**src/rtl/modrm_agen_pkg.sv**
```systemverilog
package modrm_agen_pkg;

    typedef enum logic [1:0] {
        ST_IDLE,
        ST_SIB,
        ST_DISP,
        ST_DONE
    } agen_state_e;

    typedef enum logic [1:0] {
        DISP_NONE,
        DISP_BYTE,
        DISP_WORD
    } disp_kind_e;

    typedef struct packed {
        logic       need_sib;
        disp_kind_e disp_kind;
        logic       base_en;
        logic [2:0] base_sel;
        logic       idx_en;
        logic [2:0] idx_sel;
        logic [1:0] scale;
        logic       illegal;
    } ea_fields_t;

endpackage

```
**src/rtl/ea_decode.sv**
```systemverilog
module ea_decode
    import modrm_agen_pkg::*;
(
    input  logic [7:0] modrm_i,
    input  logic [7:0] sib_i,
    output ea_fields_t fields_o
);
    logic [1:0] mod_f;
    logic [2:0] rm_f;
    logic [1:0] sc_f;
    logic [2:0] ix_f;
    logic [2:0] bs_f;
    logic       sib_here;
    logic       no_base;

    always_comb begin
        mod_f    = modrm_i[7:6];
        rm_f     = modrm_i[2:0];
        sc_f     = sib_i[7:6];
        ix_f     = sib_i[5:3];
        bs_f     = sib_i[2:0];
        sib_here = (rm_f == 3'd4) && (mod_f != 2'd3);
        no_base  = (mod_f == 2'd0) && (sib_here ? (bs_f == 3'd5) : (rm_f == 3'd5));

        fields_o          = '0;
        fields_o.need_sib = sib_here;
        unique case (mod_f)
            2'd1:    fields_o.disp_kind = DISP_BYTE;
            2'd2:    fields_o.disp_kind = DISP_WORD;
            2'd0:    fields_o.disp_kind = no_base ? DISP_WORD : DISP_NONE;
            default: fields_o.disp_kind = DISP_NONE;
        endcase
        fields_o.base_en  = (mod_f != 2'd3) && !no_base;
        fields_o.base_sel = sib_here ? bs_f : rm_f;
        fields_o.idx_en   = sib_here && (ix_f != 3'd4);
        fields_o.idx_sel  = ix_f;
        fields_o.scale    = sib_here ? sc_f : 2'd0;
        fields_o.illegal  = (mod_f == 2'd3) ||
                            (sib_here && (ix_f == 3'd4) && (sc_f != 2'd0));
    end
endmodule

```
**src/rtl/ea_sum.sv**
```systemverilog
module ea_sum
    import modrm_agen_pkg::*;
#(
    parameter int XLEN = 32,
    parameter int NREG = 8
) (
    input  logic [NREG*XLEN-1:0] regs_i,
    input  ea_fields_t           fields_i,
    input  logic [XLEN-1:0]      disp_i,
    output logic [XLEN-1:0]      offset_o
);
    logic [XLEN-1:0] slot [NREG];

    for (genvar g = 0; g < NREG; g++) begin : g_unpack
        assign slot[g] = regs_i[g*XLEN +: XLEN];
    end

    logic [XLEN-1:0] base_v;
    logic [XLEN-1:0] idx_v;
    logic [XLEN-1:0] disp_v;

    always_comb begin
        base_v = fields_i.base_en ? slot[fields_i.base_sel] : '0;
        idx_v  = fields_i.idx_en ? (slot[fields_i.idx_sel] << fields_i.scale) : '0;
        unique case (fields_i.disp_kind)
            DISP_BYTE: disp_v = {{(XLEN-8){disp_i[7]}}, disp_i[7:0]};
            DISP_WORD: disp_v = disp_i;
            default:   disp_v = '0;
        endcase
        offset_o = base_v + idx_v + disp_v;
    end
endmodule

```
**src/rtl/modrm_addr_gen.sv**
```systemverilog
module modrm_addr_gen
    import modrm_agen_pkg::*;
#(
    parameter int XLEN = 32
) (
    input  logic                     clk,
    input  logic                     rst_n,
    input  logic                     start_i,
    input  logic [7:0]               modrm_i,
    input  logic                     flat_mode_i,
    input  logic                     seg_cs_override_i,
    input  logic [8*XLEN-1:0]        regs_i,
    input  logic [7:0]               strm_data_i,
    input  logic                     strm_valid_i,
    output logic                     strm_ready_o,
    output logic [XLEN-1:0]          offset_o,
    output logic [$clog2(XLEN/8+2)-1:0] bytes_used_o,
    output logic                     done_o,
    output logic                     invalid_o,
    output logic                     prot_fault_o
);
    localparam int NREG       = 8;
    localparam int WORD_BYTES = XLEN / 8;
    localparam int CNT_W      = $clog2(WORD_BYTES + 1);
    localparam int USED_W     = $clog2(WORD_BYTES + 2);

    typedef struct packed {
        agen_state_e       state;
        logic [7:0]        modrm;
        logic [7:0]        sib;
        logic [XLEN-1:0]   disp;
        logic [CNT_W-1:0]  cnt;
        logic [USED_W-1:0] used;
        logic [XLEN-1:0]   offset;
        logic              done;
        logic              invalid;
        logic              pfault;
    } agen_regs_t;

    agen_regs_t q, d;

    logic            can_start;
    logic [7:0]      modrm_cur;
    logic [7:0]      sib_cur;
    logic [XLEN-1:0] disp_cur;
    logic [CNT_W-1:0] len_cur;
    ea_fields_t      fields;
    logic [XLEN-1:0] sum;

    assign can_start = (q.state == ST_IDLE) || (q.state == ST_DONE);
    assign modrm_cur = can_start ? modrm_i : q.modrm;
    assign sib_cur   = (q.state == ST_SIB) ? strm_data_i : q.sib;

    ea_decode u_decode (
        .modrm_i  (modrm_cur),
        .sib_i    (sib_cur),
        .fields_o (fields)
    );

    always_comb begin
        disp_cur = '0;
        if (q.state == ST_DISP) begin
            disp_cur = q.disp;
            for (int i = 0; i < WORD_BYTES; i++) begin
                if (q.cnt == CNT_W'(i)) disp_cur[8*i +: 8] = strm_data_i;
            end
        end
    end

    always_comb begin
        unique case (fields.disp_kind)
            DISP_BYTE: len_cur = CNT_W'(1);
            DISP_WORD: len_cur = CNT_W'(WORD_BYTES);
            default:   len_cur = '0;
        endcase
    end

    ea_sum #(.XLEN(XLEN), .NREG(NREG)) u_sum (
        .regs_i   (regs_i),
        .fields_i (fields),
        .disp_i   (disp_cur),
        .offset_o (sum)
    );

    always_comb begin
        d = q;
        unique case (q.state)
            ST_IDLE, ST_DONE: begin
                if (start_i) begin
                    d.modrm   = modrm_i;
                    d.sib     = '0;
                    d.disp    = '0;
                    d.cnt     = '0;
                    d.used    = '0;
                    d.offset  = '0;
                    d.done    = 1'b0;
                    d.invalid = 1'b0;
                    d.pfault  = modrm_i[4] && flat_mode_i && seg_cs_override_i;
                    if (modrm_i[7:6] == 2'd3) begin
                        d.invalid = 1'b1;
                        d.done    = 1'b1;
                        d.state   = ST_DONE;
                    end else if (fields.need_sib) begin
                        d.state = ST_SIB;
                    end else if (len_cur == '0) begin
                        d.offset  = sum;
                        d.invalid = fields.illegal;
                        d.done    = 1'b1;
                        d.state   = ST_DONE;
                    end else begin
                        d.state = ST_DISP;
                    end
                end
            end
            ST_SIB: begin
                if (strm_valid_i) begin
                    d.sib  = strm_data_i;
                    d.used = q.used + 1'b1;
                    if (len_cur == '0) begin
                        d.offset  = sum;
                        d.invalid = fields.illegal;
                        d.done    = 1'b1;
                        d.state   = ST_DONE;
                    end else begin
                        d.state = ST_DISP;
                    end
                end
            end
            ST_DISP: begin
                if (strm_valid_i) begin
                    d.disp = disp_cur;
                    d.cnt  = q.cnt + 1'b1;
                    d.used = q.used + 1'b1;
                    if (CNT_W'(q.cnt + 1'b1) == len_cur) begin
                        d.offset  = sum;
                        d.invalid = fields.illegal;
                        d.done    = 1'b1;
                        d.state   = ST_DONE;
                    end
                end
            end
            default: d.state = ST_IDLE;
        endcase
    end

    always_ff @(posedge clk or negedge rst_n) begin
        if (!rst_n) begin
            q       <= '0;
            q.state <= ST_IDLE;
        end else begin
            q <= d;
        end
    end

    assign strm_ready_o = (q.state == ST_SIB) || (q.state == ST_DISP);
    assign offset_o     = q.offset;
    assign bytes_used_o = q.used;
    assign done_o       = q.done;
    assign invalid_o    = q.done && q.invalid;
    assign prot_fault_o = q.done && q.pfault;

    // a byte is requested only while no result is presented
    p_ready_busy_r8: assert property (@(posedge clk) disable iff (!rst_n)
        strm_ready_o |-> !done_o);

    // consumed count never exceeds SIB plus longest displacement
    p_used_bound_r8: assert property (@(posedge clk) disable iff (!rst_n)
        done_o |-> (bytes_used_o <= USED_W'(WORD_BYTES + 1)));

    // result holds until a new start
    p_done_hold_r9: assert property (@(posedge clk) disable iff (!rst_n)
        (done_o && !start_i) |=> (done_o && $stable(offset_o) && $stable(bytes_used_o)));

    // start during a fetch leaves the captured ModRM alone
    p_busy_ignore_r9: assert property (@(posedge clk) disable iff (!rst_n)
        (strm_ready_o && start_i && !strm_valid_i) |=> (strm_ready_o && $stable(q.modrm)));

    // register-form mod is flagged and consumes nothing
    p_mod3_flag_r7: assert property (@(posedge clk) disable iff (!rst_n)
        (done_o && q.modrm[7:6] == 2'd3) |-> (invalid_o && bytes_used_o == '0));

    // a fault is only ever reported for a write
    p_fault_write_r10: assert property (@(posedge clk) disable iff (!rst_n)
        prot_fault_o |-> (q.modrm[4] && done_o));
endmodule

```
**config.mk**
```make
export PLATFORM = sky130hd
export DESIGN_NAME = modrm_addr_gen
export DESIGN_NICKNAME = d
export VERILOG_FILES = /design/src/rtl/modrm_agen_pkg.sv /design/src/rtl/ea_decode.sv /design/src/rtl/ea_sum.sv /design/src/rtl/modrm_addr_gen.sv
export SDC_FILE = /design/constraint.sdc
export NUM_CORES = 1
export LEC_CHECK = 0
export BUFFER_PORTS_ARGS = -buffer_cell sky130_fd_sc_hd__buf_2
export CORE_UTILIZATION = 60
export DETAILED_ROUTE_END_ITERATION = 12
export PLACE_DENSITY = 0.87
export SYNTH_ARGS = -nofsm -noshare
export SYNTH_HDL_FRONTEND = slang
export SYNTH_HIERARCHICAL = 1
export SYNTH_SLANG_ARGS = --single-unit
export TNS_END_PERCENT = 50
```
**constraint.sdc**
```tcl
create_clock -name clk -period 20.1 [get_ports clk]
set_input_delay 0 -clock clk [delete_from_list [all_inputs] [get_ports clk]]
set_output_delay 0 -clock clk [all_outputs]
set_load 0.01 [all_outputs]
```
==> impl_summary.md <==
Detailed routing
The total length of routed met3 wires is 5.29 mm. The iteration-0 DRC count of the detailed router is 1525. The highest routing layer actually used is met5.

For this run, design rule violations remaining after detail routing come to 0. The wire length on met2 is 18.7 mm. The wire length on met1 is 15.0 mm.

The routed design has 41.2 mm of wire. The number of optimization iterations in the first detailed-route pass is 6. In the final routed layout, each cell accounts on average for 23.1 µm.

The count of nets left with antenna violations once routing finished came out at 0. Summing over every cut layer, the via total after detailed routing is 11900. In the routed layout, each cell is associated on average with a via count of 6.65.

Global routing
The number of antenna violations at the first check in global routing is 19. The overall global routing resource usage is 39.9%. The via count of the first global-routing pass was 11300. The first global-routing pass estimated 62.0 mm of wire. The pin count of the biggest net entering global routing is 83. The total congestion overflow is 0.

Clock tree
Counting the buffers created by CTS gives 9. The number of levels in the clock H-tree is 3. The number of gates resized after CTS was 0. The clock network latency to the later pin of the worst-skew pair is 0.35 ns.

After clock tree synthesis, the clock-pin slew on the worst setup and hold paths is 0.08 ns. The longest clock path from root to sink contains 2 buffers. The root cell of the clock tree is clkbuf_16. The CTS sink count is 88. TritonCTS built the clock tree.

Worst setup path
STA classifies the critical path startpoint as a register. Counting cells, the worst reg-to-reg path comes to 21. The critical path contains buffers and inverters numbering 3 combined. The family of cells with the greatest summed delay on the critical path is compound AO/OA/AOI/OAI gates. Setup slack on the worst reg-to-reg path comes out at 12.37 ns. Traced cell by cell, the critical path runs through inv_1 > ha_1 > mux2_2 > a21oi_2 > and3_1 > inv_1 > or3_1 > o21ai_0 > nand2_1 > fa_1 > inv_1 > fa_1 > a21oi_1 > nor2b_1 > a311o_1 > a311oi_4 > a2111oi_2 > o21a_1 > a311oi_2 > xnor2_1 > a22o_1. The slowest stage of the critical path belongs to the cell and3_1. STA classifies the critical path endpoint as a register. In this run the critical register-to-register path is captured at offset_o[31]$_DFFE_PN0P_.

On the worst path, the slowest cell contributes a delay of 0.89 ns. The maximum fanout encountered on the critical timing path is 32. The beginning of the worst register-to-register path is q[89]$_DFFE_PN0P_. STA puts the critical path data required time at 20.32 ns.

The most prevalent standard cell on the critical path is inv_1. The path type of the worst setup path is register to register. The worst endpoint data arrival time is 7.95 ns.

Timing
The maximum frequency from static timing analysis is 129 MHz. The worst slew slack as a fraction of its limit is 23.1%. In the finished design, the share of the clock period the worst path needs comes to 38.4%. The setup total negative slack is 0 ns. The number of endpoints failing setup at the final stage is 0. Between clock sinks in the finished design, the worst skew comes to 0.0194 ns. The number of hold violations in the final report came to 0.

The number of max-slew violations in the final report came to 0. The transition time at the pin with the least slew margin is 1.15 ns. The worst path needs 7.73 ns of the cycle, external delays included. Setup repair after global routing left no endpoint under its margin.

Power
The analysis attributes to cell leakage a power of 6.41 nW. The combinational power share is 83.7%. The switching portion of total power is 52.5%. The clock group share of total power is 6.6%.

The total net switching power is 1.56 mW. VDD sags by at most 0.112 mV. The internal power contribution is 1.40 mW.

Sequential cells burn 9.8% of the power. The ratio of total power to cell area is 212 nW/µm².

Yosys
Yosys printed 6 warnings. The post-synthesis net count is 1638. Synthesis handed over a netlist of 1286 instances. The mapped cell area is 12200 µm². Dividing the synthesized area by the synthesized cell count gives 9.46 µm².

Layout
The final core utilization is 71.0%. Across the whole layout, storage elements account for 2200 µm². The share of cells above drive strength 1 is 37.0%. The relative area change from synthesis to final layout is 14.7%. The area of the multi-input gates is 9000 µm². The fill cell total of the finished layout is 1515. The net total in the final layout is 1850.

Floorplan
After floorplanning, the core was divided into 51 placement rows. The die width is 144 µm. The floorplan die height is 144 µm. The region available for standard cell placement spans 19700 µm². The initial utilization of the core area, before any placement, comes to 61.9%.

The floorplan step defined a die boundary enclosing 20800 µm². The number of top-level pins is 317.

Run
The max-capacitance violation count is 0.

Placed design
The count of buffers added on input and output ports is 314. The placed wire-length estimate after detailed placement is 32.1 mm. Routability-driven placement finished with a final weighted congestion of 0.970.

Hold path
In this run the worst hold path is classified as primary input to register. The critical hold path startpoint is strm_data_i[0]. The depth of the worst hold-timing path is 3. The capture endpoint of the worst hold path is q[73]$_DFFE_PN0P_.

Run status
The run finished with clean final reports.
[metal layers]
metal | vias up | GRT usage (%)
met5 | - | 3.01
met2 | 883 | 60.4
li1 | 5102 | -
met1 | 5686 | 52.9
met3 | 179 | 11.2
met4 | 10 | 18.3
[layout by cell type (no fill, tap or decap), drive strengths merged, types with 3 or more instances in the layout]
cell type	count
buf	326
a31oi	5
dfrtp	88
o21a	7
xor2	11
o221ai	24
nor2b	16
xnor2	20
mux2i	38
a31o	4
diode	16
and2	10
inv	75
o21bai	4
clkbuf	10
nand2	224
o211ai	4
a21oi	55
ha	42
fa	32
or2	4
nand3	13
a21o	40
a22o	33
o31ai	4
nor2	82
mux4	129
dlygate4sd3	11
o21ai	72
a211oi	3
and3	8
nand2b	7
nor3	6
mux2	68
[sequential cells by signal, summed over array words and instances (netlist names)]
signal,flops
q,52
bytes_used_o,3
offset_o,32
done_o,1
[worst max path at each step]
stage / start / to / depth (start not counted)
detailed placement: q[89]$_DFFE_PN0P_ / offset_o[29]$_DFFE_PN0P_ / 21
finish: q[89]$_DFFE_PN0P_ / offset_o[31]$_DFFE_PN0P_ / 21
floorplan: q[89]$_DFFE_PN0P_ / offset_o[31]$_DFFE_PN0P_ / 24
global route: q[89]$_DFFE_PN0P_ / offset_o[29]$_DFFE_PN0P_ / 21
CTS: q[89]$_DFFE_PN0P_ / offset_o[29]$_DFFE_PN0P_ / 21
global placement: q[89]$_DFFE_PN0P_ / offset_o[31]$_DFFE_PN0P_ / 21
[per-stage QoR]
| step | setup slack [ns] | power (mW) | cells | hold slack [ns] | cell area [µm²] |
|---|---|---|---|---|---|
| after floorplan | 13.91 | 2.19 | 1286 | -0.296 | 12200 |
| after global placement | 12.72 | 2.62 | 1741 | -0.188 | 13500 |
| after detailed placement | 12.54 | 2.67 | 1741 | -0.186 | 13500 |
| after CTS | 12.53 | 2.89 | 1768 | 0.00118 | 13900 |
| after global routing | 11.91 | 3.18 | 1782 | 0.00954 | 14000 |
| final | 12.37 | 2.96 | 1784 | 0.00742 | 14000 |
[final cells by class]
type | instances | share of cell area (%)
inverter | 72 | 1.94
tap | 265 | 2.38
timing repair buffer | 337 | 12.7
clock buffer | 10 | 1.71
antenna | 16 | 0.287
sequential | 88 | 15.8
multi-input combinational | 990 | 64.5
clock inverter | 6 | 0.699
[power by group through the flow]
stage	registers, mW	clock network (mW)	logic [mW]
4_1_cts	0.287	0.193	2.40
6_report	0.289	0.194	2.48
2_1_floorplan	0.280	0	1.91
5_1_grt	0.297	0.203	2.68
3_3_place_gp	0.286	0	2.33
3_5_place_dp	0.290	0	2.38
[repair_timing]
item / CTS / global route
endpoints found under the hold margin: 14 / 0
hold buffers: 11 / 0
setup buffers: 0 / 0
[worst reg2reg max path: cells and delay by family, from the launching register on]
| family | cells | cell delay [ns] |
|---|---|---|
| mux | 1 | 0.45 |
| flops | 1 | 0.37 |
| xor+xnor | 1 | 0.18 |
| simple gates | 4 | 1.69 |
| buf+inv | 3 | 0.86 |
| fa+ha+maj | 3 | 1.62 |
| compound gates | 9 | 2.44 |
No activity file was read; power rests on OpenSTA's default activity.
